===== config.mk =====
export PLATFORM = sky130hd
export DESIGN_NAME = prio_resolver
export DESIGN_NICKNAME = d
export VERILOG_FILES = /design/src/rtl/irq_prio_pkg.sv /design/src/rtl/prio_regfile.sv /design/src/rtl/prio_arbiter.sv /design/src/rtl/prio_resolver.sv
export SDC_FILE = /design/constraint.sdc
export NUM_CORES = 1
export LEC_CHECK = 0
export CORE_AREA = 5 5 101 151
export CTS_CLUSTER_SIZE = 10
export DETAILED_ROUTE_END_ITERATION = 10
export DIE_AREA = 0 0 106 156
export DONT_BUFFER_PORTS = 1
export PLACE_DENSITY = 0.69
export SLEW_MARGIN = 20
export SYNTH_ARGS = -nofsm -noshare
export SYNTH_HDL_FRONTEND = slang
export SYNTH_SLANG_ARGS = --single-unit

===== constraint.sdc =====
create_clock -name clk -period 29.2 [get_ports clk]
set_input_delay 5.84 -clock clk [delete_from_list [all_inputs] [get_ports clk]]
set_output_delay 5.84 -clock clk [all_outputs]
set_load 0.05 [all_outputs]

===== src/rtl/irq_prio_pkg.sv =====
package irq_prio_pkg;
  localparam int NUM_REGS  = 5;
  localparam int FLDS_PER  = 4;
  localparam int LVL_W     = 4;
  localparam int DATA_W    = FLDS_PER * LVL_W;
  localparam int NUM_SRC   = NUM_REGS * FLDS_PER;
  localparam int SRC_W     = $clog2(NUM_SRC);
  localparam int ADDR_W    = 3;

  // Bits of register r that hold a real field; reserved nibbles are 0.
  function automatic logic [DATA_W-1:0] live_bits(input int r);
    case (r)
      1:       live_bits = 16'hFFF0;
      3:       live_bits = 16'h00FF;
      4:       live_bits = 16'hF0FF;
      default: live_bits = 16'hFFFF;
    endcase
  endfunction

  // Bit offset of the field owned by position p (0 = top nibble).
  function automatic int fld_lsb(input int p);
    fld_lsb = (FLDS_PER - 1 - p) * LVL_W;
  endfunction
endpackage


===== src/rtl/prio_regfile.sv =====
module prio_regfile
  import irq_prio_pkg::*;
#(
  parameter int NREG = NUM_REGS,
  parameter int DW   = DATA_W,
  parameter int AW   = ADDR_W
) (
  input  logic             clk,
  input  logic             por_n,
  input  logic             clr_sync,
  input  logic             hold,
  input  logic [AW-1:0]    addr,
  input  logic             we,
  input  logic [DW-1:0]    wdata,
  output logic [DW-1:0]    rdata,
  output logic [NREG*DW-1:0] bank
);
  logic [NREG-1:0] sel;

  for (genvar r = 0; r < NREG; r++) begin : g_reg
    localparam logic [DW-1:0] KEEP = live_bits(r);
    logic [DW-1:0] q;
    assign sel[r] = (addr == AW'(r));
    always_ff @(posedge clk or negedge por_n) begin
      if (!por_n)                    q <= '0;
      else if (clr_sync)             q <= '0;
      else if (we && sel[r] && !hold) q <= wdata & KEEP;
    end
    assign bank[r*DW +: DW] = q;
  end

  always_comb begin
    rdata = '0;
    for (int r = 0; r < NREG; r++)
      if (sel[r]) rdata = bank[r*DW +: DW];
  end
endmodule


===== src/rtl/prio_arbiter.sv =====
module prio_arbiter #(
  parameter int NSRC = 20,
  parameter int LW   = 4,
  parameter int SW   = 5
) (
  input  logic [NSRC*LW-1:0] lvls,
  input  logic [NSRC-1:0]    req,
  input  logic [LW-1:0]      mask,
  output logic               found,
  output logic [SW-1:0]      src,
  output logic [LW-1:0]      lvl
);
  logic [LW-1:0] best;

  // Threshold starts at the mask; strict compare masks level 0 and
  // keeps the lowest index on a tie.
  always_comb begin
    best  = mask;
    found = 1'b0;
    src   = '0;
    for (int i = 0; i < NSRC; i++) begin
      if (req[i] && (lvls[i*LW +: LW] > best)) begin
        best  = lvls[i*LW +: LW];
        src   = SW'(i);
        found = 1'b1;
      end
    end
    lvl = found ? best : '0;
  end
endmodule


===== src/rtl/prio_resolver.sv =====
module prio_resolver
  import irq_prio_pkg::*;
#(
  parameter int NREG = NUM_REGS,
  parameter int NFLD = FLDS_PER,
  parameter int LW   = LVL_W,
  parameter int AW   = ADDR_W,
  localparam int DW  = NFLD * LW,
  localparam int NS  = NREG * NFLD,
  localparam int SW  = $clog2(NS)
) (
  input  logic          clk,
  input  logic          por_n,
  input  logic          man_rst,
  input  logic          hw_stby,
  input  logic          sw_stby,
  input  logic [AW-1:0] bus_addr,
  input  logic          bus_we,
  input  logic [DW-1:0] bus_wdata,
  output logic [DW-1:0] bus_rdata,
  input  logic [NS-1:0] req,
  input  logic [LW-1:0] cpu_mask,
  output logic          irq_valid,
  output logic [SW-1:0] irq_src,
  output logic [LW-1:0] irq_lvl
);
  logic               clr_sync;
  logic [NREG*DW-1:0] reg_bank;
  logic [NS*LW-1:0]   src_lvls;
  logic               win_valid_c;
  logic [SW-1:0]      win_src_c;
  logic [LW-1:0]      win_lvl_c;

  assign clr_sync = man_rst | hw_stby;

  prio_regfile #(.NREG(NREG), .DW(DW), .AW(AW)) u_regs (
    .clk(clk), .por_n(por_n), .clr_sync(clr_sync), .hold(sw_stby),
    .addr(bus_addr), .we(bus_we), .wdata(bus_wdata),
    .rdata(bus_rdata), .bank(reg_bank)
  );

  for (genvar s = 0; s < NS; s++) begin : g_map
    assign src_lvls[s*LW +: LW] =
      reg_bank[(s / NFLD)*DW + (NFLD - 1 - (s % NFLD))*LW +: LW];
  end

  prio_arbiter #(.NSRC(NS), .LW(LW), .SW(SW)) u_arb (
    .lvls(src_lvls), .req(req), .mask(cpu_mask),
    .found(win_valid_c), .src(win_src_c), .lvl(win_lvl_c)
  );

  always_ff @(posedge clk or negedge por_n) begin
    if (!por_n) begin
      irq_valid <= 1'b0;
      irq_src   <= '0;
      irq_lvl   <= '0;
    end else if (clr_sync) begin
      irq_valid <= 1'b0;
      irq_src   <= '0;
      irq_lvl   <= '0;
    end else if (!sw_stby) begin
      irq_valid <= win_valid_c;
      irq_src   <= win_src_c;
      irq_lvl   <= win_lvl_c;
    end
  end
endmodule


==> results of run 1 <==
==> final timing paths <==
kind	from	endpoint	slack, ns	depth (start not counted)
max in group asynchronous	por_n	u_regs.g_reg[2].q[4]	23.88	0
max	cpu_mask[1]	irq_lvl[0]	0.12	124
min reg2reg	u_regs.g_reg[2].q[8]	u_regs.g_reg[2].q[8]	0.56	2
min in group asynchronous	por_n	irq_src[2]	5.20	0
min	u_regs.g_reg[2].q[8]	u_regs.g_reg[2].q[8]	0.56	2
max reg2reg	u_regs.g_reg[0].q[13]	irq_lvl[0]	5.23	123
==> Yosys cell counts (4+ instances only) <==
master and number:
nor3_1 6, nand4_1 8, buf_6 4, nand2_1 133, a21oi_1 78, nor3b_1 4, a211o_1 4, a211oi_1 6
mux2i_1 62, inv_1 70, o21ai_0 35, a31oi_1 8, o31ai_1 6, o21a_1 15, and2_1 13, a21o_1 16
clkbuf_1 31, and3_1 6, nor4b_1 5, ha_1 48, nor2_1 91, o22ai_1 7, nor2b_1 9, a22oi_1 6
nand3_1 28, nand2b_1 8, mux2_2 14, o2111ai_1 5, o211a_1 5, dfrtp_1 74
==> flip-flops by register name (all words and copies together), names as in the netlist <==
register	count
irq_valid	1
irq_src	5
u_regs.g.q	64
irq_lvl	4
==> cells by family (layout without fill, tap and decap cells) <==
kind of cell,count (synthesis),in the layout,synth area share [%]
compound gates,249,249,24.7
buf+inv,108,254,6.09
flops,74,74,25.9
simple gates,335,335,21.8
fa+ha+maj,50,50,8.69
xor+xnor,4,4,0.490
mux,82,82,12.3
==> per-layer routing <==
metal | track usage (%) | up-vias | wire length, um
li1 | - | 3518 | -
met1 | 28.9 | 3592 | 8790
met2 | 48.9 | 202 | 12400
met3 | 4.51 | 63 | 1110
met4 | 11.2 | 0 | 898
met5 | 0 | - | 0
==> report_power, final <==
group          switching, mW  internal [mW]
sequential           0.00831          0.105
clock                 0.0417         0.0691
combinational          0.110          0.125
==> layout make-up <==
cell class                 count  area, um2
clock buffer                  15        298
tap                          165        206
fill                        1082       4130
timing repair buffer         168       1280
inverter                      70        269
clock inverter                 1       5.00
multi-input combinational    720       5760
sequential                    74       1850
==> per-stage QoR <==
step / cell area (um2) / total power [mW] / hold WS (ns) / setup TNS, ns / instances
finish: 9660 / 0.458 / 0.560 / 0 / 1213
global route: 9660 / 0.483 / 0.577 / -7.39 / 1213
CTS: 8830 / 0.418 / 0.552 / 0 / 1180
global placement: 8390 / 0.296 / 0.535 / -3.49 / 1156
detailed placement: 8390 / 0.299 / 0.544 / -6.72 / 1156
floorplan: 7400 / 0.234 / 0.509 / 0 / 902
==> timing repair <==
action / in CTS / in global routing
gates resized for setup: 17 / 115
endpoints found under the setup margin: 10 / 10
buffers inserted: 8 / 35
pin swaps: 12 / 94
==> worst max-delay path, delay by kind of cell <==
kind | cells | cell delay (ns)
buf+inv | 8 | 0.77
mux | 15 | 4.28
fa+ha+maj | 17 | 4.37
compound gates | 48 | 8.58
simple gates | 36 | 5.39
==> metrics.txt, run 1 <==
Vias=7375; post-route antenna net violation count=0; final RePlAce weighted congestion=0.876; CP Class=in2reg; Die H=156 um; mapped cell area=7140 um2; first-pass iteration count of the detailed router=5; Worst EP arrival=29.29 ns; I/O pin total=75; Reg clk slew, reported paths=0.06 ns; commonest non-fill, non-tap cell in the layout=buf_4; Final WS setup=0.123 ns; FF+latch count, synth=74; Final Max Tran Viols=0; post-synth top area cell=dfrtp_1; Post-CTS Hold Buffers=0; Synth Net Count=999; initial core utilization=51.8%; nets@finish=1140; maximum VDD drop=0.0439 mV; DP Worst Slack=-0.810 ns; DRC viols=0; endpoints failing setup=0; CP max-delay cell=or4_4; Post-Syn Instances=902; status=finished, final reports clean; core area=13800 um2; Layout area overhead=35.2%; count of final hold-check violations=0; Tcrit/Tclk final=99.6%; drt total wl=23.2 mm; max-cap violation count=0; sequential area share after synthesis=25.9%; row cnt=53; EDFF count, synth=0; most frequent cells in the layout=buf_4 (164), nand2_1 (124), nor2_1 (82), dfrtp_1 (74), inv_1 (64); Die ar.=16500 um2; Remaining Overflow, GRT=0; vias per cell=6.08; post-synthesis cell type count=89; Setup Skew=0.00614 ns; initial antenna violation count=0; Root Buffer=clkbuf_16; RSZ-0062 raised after global routing=yes; fin util=70.0%; detailed router's first-iteration violation count=429; Post-synth ARST share=100%; CP Capture Type=flip-flop; wire length per cell=19.1 um; Synth Warn #=0; Die Span X=106 um; Slew headroom=24.1%; CTS Buffer Depth=2; Worst Path Required=29.42 ns; clk sinks=74; Area contributors post-synth=dfrtp_1 (26%), mux2i_1 (8.7%), ha_1 (8.4%); Pwr Density=47.4 nW/um2; Most used DFF post-synth=dfrtp_1; share of cells above drive strength 1=34.0%; global-route wire length before repair=34.8 mm; slowest cell delay on critical path=0.50 ns; Detailed Place HPWL=16.6 mm; TritonCTS clock tree=done; # port buffers=0; critical path peak fanout=6; Worst-Margin Slew=1.15 ns; top cell type's share of synthesized area=25.9%; largest net degree at the start of global routing=75; Max Freq=34.4 MHz; LEAKAGE=4.27 nW; Worst path most repeated cell=ha_4; min Tclk post-route=29.08 ns; gr usage total=26.2%; worst hold-check path type=reg2reg; Post-Synthesis Mean Instance Area=7.92 um2; Startpoint Class=primary input; vias in the first global route=7175; H-tree Lvls=3; Clk Latency, worst-skew pair=0.34 ns; n_diodes=0; CTS Buf Count=9
No activity file was read; power rests on OpenSTA's default activity.
==> run 2, diff against run 1 <==
--- a/config.mk
+++ b/config.mk
@@ -5,11 +5,12 @@
 export SDC_FILE = /design/constraint.sdc
 export NUM_CORES = 1
 export LEC_CHECK = 0
-export CORE_AREA = 5 5 101 151
+export CORE_AREA = 2 2 98 148
 export CTS_CLUSTER_SIZE = 10
 export DETAILED_ROUTE_END_ITERATION = 10
-export DIE_AREA = 0 0 106 156
+export DIE_AREA = 0 0 100 150
 export DONT_BUFFER_PORTS = 1
+export MAX_ROUTING_LAYER = met4
 export PLACE_DENSITY = 0.69
 export SLEW_MARGIN = 20
 export SYNTH_ARGS = -nofsm -noshare
==> constraint.sdc (replaced) <==
create_clock -name clk -period 29.2 [get_ports clk]
set_input_delay 4.38 -clock clk [delete_from_list [all_inputs] [get_ports clk]]
set_output_delay 4.38 -clock clk [all_outputs]
set_load 0.05 [all_outputs]
==> run 2 against run 1 <==
Effect of this change: clock skew is 0.0011 ns higher; first-iteration DRC count increased by 7.5%; non-clock buffer count down 100; flip-flop and latch count unchanged; total power down 14%; fmax increased by 4.2%; die area fell by 9.3%; largest cell class unchanged.
==> metrics.txt, run 2 (synthesized netlist as in run 1, its figures left out) <==
clk sinks=74 (unchanged); Die H=150 um (was 156 um); Largest register FFs=64 (unchanged); wire length per cell=18.8 um (was 19.1 um); CP Capture Type=flip-flop (unchanged); detailed router's first-iteration violation count=461 (was 429); hold_sp=u_regs.g_reg[2].q[8] (unchanged); Startpoint Class=primary input (unchanged); TritonCTS clock tree=done (unchanged); Vias=6822 (was 7375); non-filler instance count after layout=1113 (was 1213); total power=0.395 mW (was 0.458 mW); gr usage total=28.9% (was 26.2%); core area=13800 um2 (unchanged); Pwr Density=46.8 nW/um2 (was 47.4 nW/um2); global-route wire length before repair=33.2 mm (was 34.8 mm); Logic pwr share=42.4% (was 51.2%); reg2reg start=u_regs.g_reg[0].q[13] (unchanged); Slew headroom=24.7% (was 24.1%); Largest Register=u_regs.g.q (unchanged); vias in the first global route=6664 (was 7175); worst hold-check path type=reg2reg (unchanged); Reg clk slew, reported paths=0.06 ns (about the same); initial core utilization=51.8% (unchanged); Clk Latency, worst-skew pair=0.34 ns (about the same); Max Freq=35.8 MHz (was 34.4 MHz); nets@finish=1040 (was 1140); count of final hold-check violations=0 (unchanged); vias per cell=6.13 (was 6.08); Worst-Margin Slew=1.15 ns (about the same); initial antenna violation count=0 (unchanged); Setup Skew=0.00726 ns (was 0.00614 ns); DRC viols=0 (unchanged); P_sw=0.139 mW (was 0.160 mW); Reg-to-Reg End=irq_lvl[1] (was irq_lvl[0]); largest net degree at the start of global routing=75 (unchanged); # port buffers=0 (unchanged); sw frac=35.2% (was 34.9%); CP max-delay cell=or4_4 (unchanged); hold path endpoint=u_regs.g_reg[2].q[8] (unchanged); I/O pin total=75 (unchanged); Tcrit/Tclk final=95.6% (was 99.6%); Layout area overhead=18.1% (was 35.2%); fill count=1246 (was 1082); min Tclk post-route=27.91 ns (was 29.08 ns); sequential fraction of design power=28.6% (was 24.6%); Root Buffer=clkbuf_16 (unchanged); post-route antenna net violation count=0 (unchanged); Post-Route M1 WL=8.35 mm (was 8.79 mm); endpoints failing setup=0 (unchanged); Worst Path Required=29.41 ns (was 29.42 ns); commonest non-fill, non-tap cell in the layout=nand2_1 (was buf_4); H-tree Lvls=3 (unchanged); n_diodes=0 (unchanged); row cnt=53 (unchanged); LEAKAGE=3.70 nW (was 4.27 nW); worst hold stages=2 (unchanged); critical path peak fanout=7 (was 6); Final Max Tran Viols=0 (unchanged); CP Class=in2reg (unchanged); share of cells above drive strength 1=20.7% (was 34.0%); Fin Setup TNS=0 ns (unchanged); met3 WL=987 um (was 1.11 mm); status=finished, final reports clean (unchanged); R2R depth=127 (was 123); Worst path most repeated cell=ha_1 (was ha_4); clock share of power=29.1% (was 24.2%); Die Span X=100 um (was 106 um); first-pass iteration count of the detailed router=5 (unchanged); CTS Buffer Depth=2 (unchanged); max-cap violation count=0 (unchanged); Worst EP arrival=28.12 ns (was 29.29 ns); met2 routed WL=10.9 mm (was 12.4 mm); Remaining Overflow, GRT=0 (unchanged); reg-to-reg slack, setup=4.89 ns (was 5.23 ns); Die ar.=15000 um2 (was 16500 um2); Post-CTS Hold Buffers=0 (unchanged); biggest regs=u_regs.g.q (64), irq_src (5), irq_lvl (4) (unchanged); final RePlAce weighted congestion=0.955 (was 0.876); slowest cell delay on critical path=0.45 ns (was 0.50 ns); CTS Buf Count=9 (unchanged); uppermost routed layer=met4 (unchanged); internal power=0.256 mW (was 0.298 mW); most frequent cells in the layout=nand2_1 (130), nor2_1 (88), dfrtp_1 (74), inv_1 (68), a21oi_1 (67) (was buf_4 (164), nand2_1 (124), nor2_1 (82), dfrtp_1 (74), inv_1 (64)); drt total wl=20.9 mm (was 23.2 mm); placed cell count=1066 (was 1156); maximum VDD drop=0.0349 mV (was 0.0439 mV); Detailed Place HPWL=15.6 mm (was 16.6 mm)
==> run 2: cell types whose count changed in the layout (fill, tap and decap cells not counted), sizes merged <==
cell      delta
inv          +1
clkinvlp     +1
buf        -100
bufinv       +1
clkbuf       -3
==> run 2: area by class of cell <==
cell class,instances,area [um2],share of cell area [%]
clock buffers,12,256,3.04
clock inverters,4,50.0,0.593
inverters,70,263,3.11
multi-input cells,720,5290,62.7
flip-flops and latches,74,1850,21.9
well taps,165,206,2.45
repair buffers,68,518,6.14
==> run 2: layer usage <==
| layer | track usage (%) | up-vias |
|---|---|---|
| met1 | 33.2 | 3269 |
| met3 | 3.83 | 46 |
| li1 | - | 3326 |
| met2 | 51.0 | 181 |
| met4 | 10.7 | 0 |
| met5 | - | - |
==> run 2: how the worst max path moves through the flow <==
stage	startpoint	end	slack [ns]	cells past startpoint
floorplan	cpu_mask[2]	irq_lvl[1]	0.18	131
global placement	cpu_mask[3]	irq_lvl[1]	-0.42	132
detailed placement	cpu_mask[3]	irq_lvl[1]	-0.80	132
CTS	cpu_mask[3]	irq_lvl[1]	0.03	133
global route	cpu_mask[1]	irq_lvl[1]	-0.14	136
finish	cpu_mask[1]	irq_lvl[1]	1.29	128
==> run 2: repair_timing <==
item | in CTS | in global routing
resized for setup | 12 | 84
pin swaps | 1 | 42
setup buffers | 3 | 28
endpoints found under the setup margin | 8 | 10
==> run 2: through the flow <==
stage / setup WS (ns) / util, % / cell area (um2) / hold slack, ns
final: 1.29 / 61.2 / 8440 / 0.564
after CTS: 0.0294 / 56.8 / 7840 / 0.564
after global placement: -0.420 / 54.1 / 7460 / 0.545
after floorplan: 0.178 / - / 7140 / 0.509
after global routing: -0.144 / 61.2 / 8440 / 0.606
after detailed placement: -0.796 / 54.1 / 7460 / 0.556
==> run 2: worst max-delay path, delay by kind of cell <==
kind | cells | cell delay (ns)
adders and majority gates | 17 | 4.52
AOI/OAI and AO/OA | 50 | 9.37
muxes | 13 | 3.50
and+or+nand+nor | 37 | 5.05
buffers and inverters | 11 | 1.27
==> run 2: power groups by stage <==
| stage | clock (mW) | sequential [mW] | combinational (mW) |
|---|---|---|---|
| final | 0.115 | 0.113 | 0.167 |
| after global routing | 0.119 | 0.113 | 0.185 |
| after CTS | 0.114 | 0.113 | 0.142 |
| after detailed placement | 0 | 0.115 | 0.138 |
| after global placement | 0 | 0.115 | 0.135 |
| after floorplan | 0 | 0.114 | 0.107 |
==> run 3, diff against run 2 <==
--- a/config.mk
+++ b/config.mk
@@ -10,7 +10,6 @@
 export DETAILED_ROUTE_END_ITERATION = 10
 export DIE_AREA = 0 0 100 150
 export DONT_BUFFER_PORTS = 1
-export MAX_ROUTING_LAYER = met4
 export PLACE_DENSITY = 0.69
 export SLEW_MARGIN = 20
 export SYNTH_ARGS = -nofsm -noshare
==> run 3 against run 2 <==
Effect of this change: register-to-register slack got worse by 0.22 ns; count of clock-buffer cells in the layout decreased by 1; clock skew down 0.0028 ns; wire length up 2.3%; non-clock buffer count is the same; final cell count unchanged; largest cell class unchanged.
==> metrics.txt, run 3 (synthesized netlist as in run 1, its figures left out) <==
sw frac=35.2% (about the same); clock share of power=28.6% (was 29.1%); # port buffers=0 (unchanged); Vias=6924 (was 6822); P_sw=0.140 mW (was 0.139 mW); Worst Path Required=29.46 ns (was 29.41 ns); initial core utilization=51.8% (unchanged); total power=0.398 mW (was 0.395 mW); Largest register FFs=64 (unchanged); clk sinks=74 (unchanged); critical path peak fanout=7 (unchanged); CTS Buf Count=9 (unchanged); initial antenna violation count=0 (unchanged); TritonCTS clock tree=done (unchanged); n_diodes=0 (unchanged); Die ar.=15000 um2 (unchanged); core area=13800 um2 (unchanged); Largest Register=u_regs.g.q (unchanged); most frequent cells in the layout=nand2_1 (131), nor2_1 (87), dfrtp_1 (74), inv_1 (67), buf_4 (66) (was nand2_1 (130), nor2_1 (88), dfrtp_1 (74), inv_1 (68), a21oi_1 (67)); Die H=150 um (unchanged); global-route wire length before repair=32.8 mm (was 33.2 mm); H-tree Lvls=3 (unchanged); fin util=61.3% (was 61.2%); Startpoint Class=primary input (unchanged); maximum VDD drop=0.0488 mV (was 0.0349 mV); Slew headroom=23.5% (was 24.7%); status=finished, final reports clean (unchanged); biggest regs=u_regs.g.q (64), irq_src (5), irq_lvl (4) (unchanged); Clk Latency, worst-skew pair=0.34 ns (about the same); Setup Skew=0.00448 ns (was 0.00726 ns); Logic pwr share=43.1% (was 42.4%); non-filler instance count after layout=1113 (unchanged); Worst EP arrival=28.39 ns (was 28.12 ns); CP max-delay cell=or4_4 (unchanged); Die Span X=100 um (unchanged); Fin Setup TNS=0 ns (unchanged); endpoints failing setup=0 (unchanged); Final Max Tran Viols=0 (unchanged); vias in the first global route=6526 (was 6664); wire length per cell=19.2 um (was 18.8 um); vias per cell=6.22 (was 6.13); internal power=0.258 mW (was 0.256 mW); drt total wl=21.4 mm (was 20.9 mm); Post-CTS Hold Buffers=0 (unchanged); Layout area overhead=18.4% (was 18.1%); Detailed Place HPWL=15.5 mm (was 15.6 mm); Root Buffer=clkbuf_16 (unchanged); Max Freq=35.5 MHz (was 35.8 MHz); worst hold-check path type=reg2reg (unchanged); min Tclk post-route=28.14 ns (was 27.91 ns); sequential fraction of design power=28.3% (was 28.6%); largest net degree at the start of global routing=75 (unchanged); CP Class=in2reg (unchanged); first-pass iteration count of the detailed router=5 (unchanged); final RePlAce weighted congestion=0.948 (was 0.955); Pwr Density=47.1 nW/um2 (was 46.8 nW/um2); LEAKAGE=3.69 nW (was 3.70 nW); Reg clk slew, reported paths=0.06 ns (about the same); I/O pin total=75 (unchanged); DRC viols=0 (unchanged); row cnt=53 (unchanged); max-cap violation count=0 (unchanged); Remaining Overflow, GRT=0 (unchanged); nets@finish=1040 (unchanged); detailed router's first-iteration violation count=526 (was 461); share of cells above drive strength 1=21.4% (was 20.7%); Worst Hold Slack=0.562 ns (was 0.564 ns); CTS Buffer Depth=2 (unchanged); commonest non-fill, non-tap cell in the layout=nand2_1 (unchanged); placed cell count=1066 (unchanged); Worst path most repeated cell=ha_1 (unchanged); gr usage total=27.8% (was 28.9%); slowest cell delay on critical path=0.45 ns (about the same); CP Capture Type=flip-flop (unchanged); Tcrit/Tclk final=96.4% (was 95.6%); post-route antenna net violation count=0 (unchanged); count of final hold-check violations=0 (unchanged); Worst-Margin Slew=1.16 ns (was 1.15 ns)
## run 3: routing by layer
metal	GRT usage, %	share of wire, %	vias up
met3	4.58	5.1	53
met5	0	0	-
met1	31.9	38	3348
met4	11.4	4.0	0
met2	50.6	53	202
li1	-	-	3321
## run 3: layout make-up
class,count,area [um2]
clock buffers,11,253
clock inverters,5,52.6
fillers,1210,5340
inverters,70,263
multi-input cells,720,5310
flip-flops and latches,74,1850
well taps,165,206
repair buffers,68,518
## run 3: power groups by stage
stage,Clock (mW),Sequential [mW],Combinational [mW]
2_1_floorplan,0,0.114,0.107
6_report,0.114,0.113,0.172
3_5_place_dp,0,0.115,0.137
3_3_place_gp,0,0.115,0.135
5_1_grt,0.118,0.113,0.188
4_1_cts,0.114,0.113,0.143
## run 3: repair_timing
action | CTS | global route
endpoints found under the setup margin | 8 | 10
gates resized for setup | 10 | 90
cloned | 0 | 0
buffers inserted | 2 | 29
pin swaps | 1 | 45
## run 3: worst max-delay path: cells and delay by family
kind | cells | cell delay, ns
AO/OA/AOI/OAI | 50 | 9.07
AND/OR/NAND/NOR | 43 | 5.99
buffers and inverters | 11 | 1.03
multiplexers | 13 | 3.75
adder cells (fa/ha/maj) | 16 | 4.11
## run 3: worst paths after layout
path	startpoint	endpoint	cells after the start	slack (ns)
max	cpu_mask[1]	irq_src[2]	133	1.06
min	u_regs.g_reg[0].q[0]	u_regs.g_reg[0].q[0]	2	0.56
max reg2reg	u_regs.g_reg[0].q[13]	irq_src[2]	130	4.67
min reg2reg	u_regs.g_reg[0].q[0]	u_regs.g_reg[0].q[0]	2	0.56
max in group asynchronous	por_n	u_regs.g_reg[1].q[8]	0	25.32
min in group asynchronous	por_n	irq_lvl[2]	0	3.73
## run 3: stage by stage
step / setup slack [ns] / instance area, um2
floorplan: 0.178 / 7140
global placement: -0.383 / 7460
detailed placement: -0.779 / 7460
CTS: 0.0619 / 7830
global route: -0.246 / 8460
finish: 1.06 / 8460
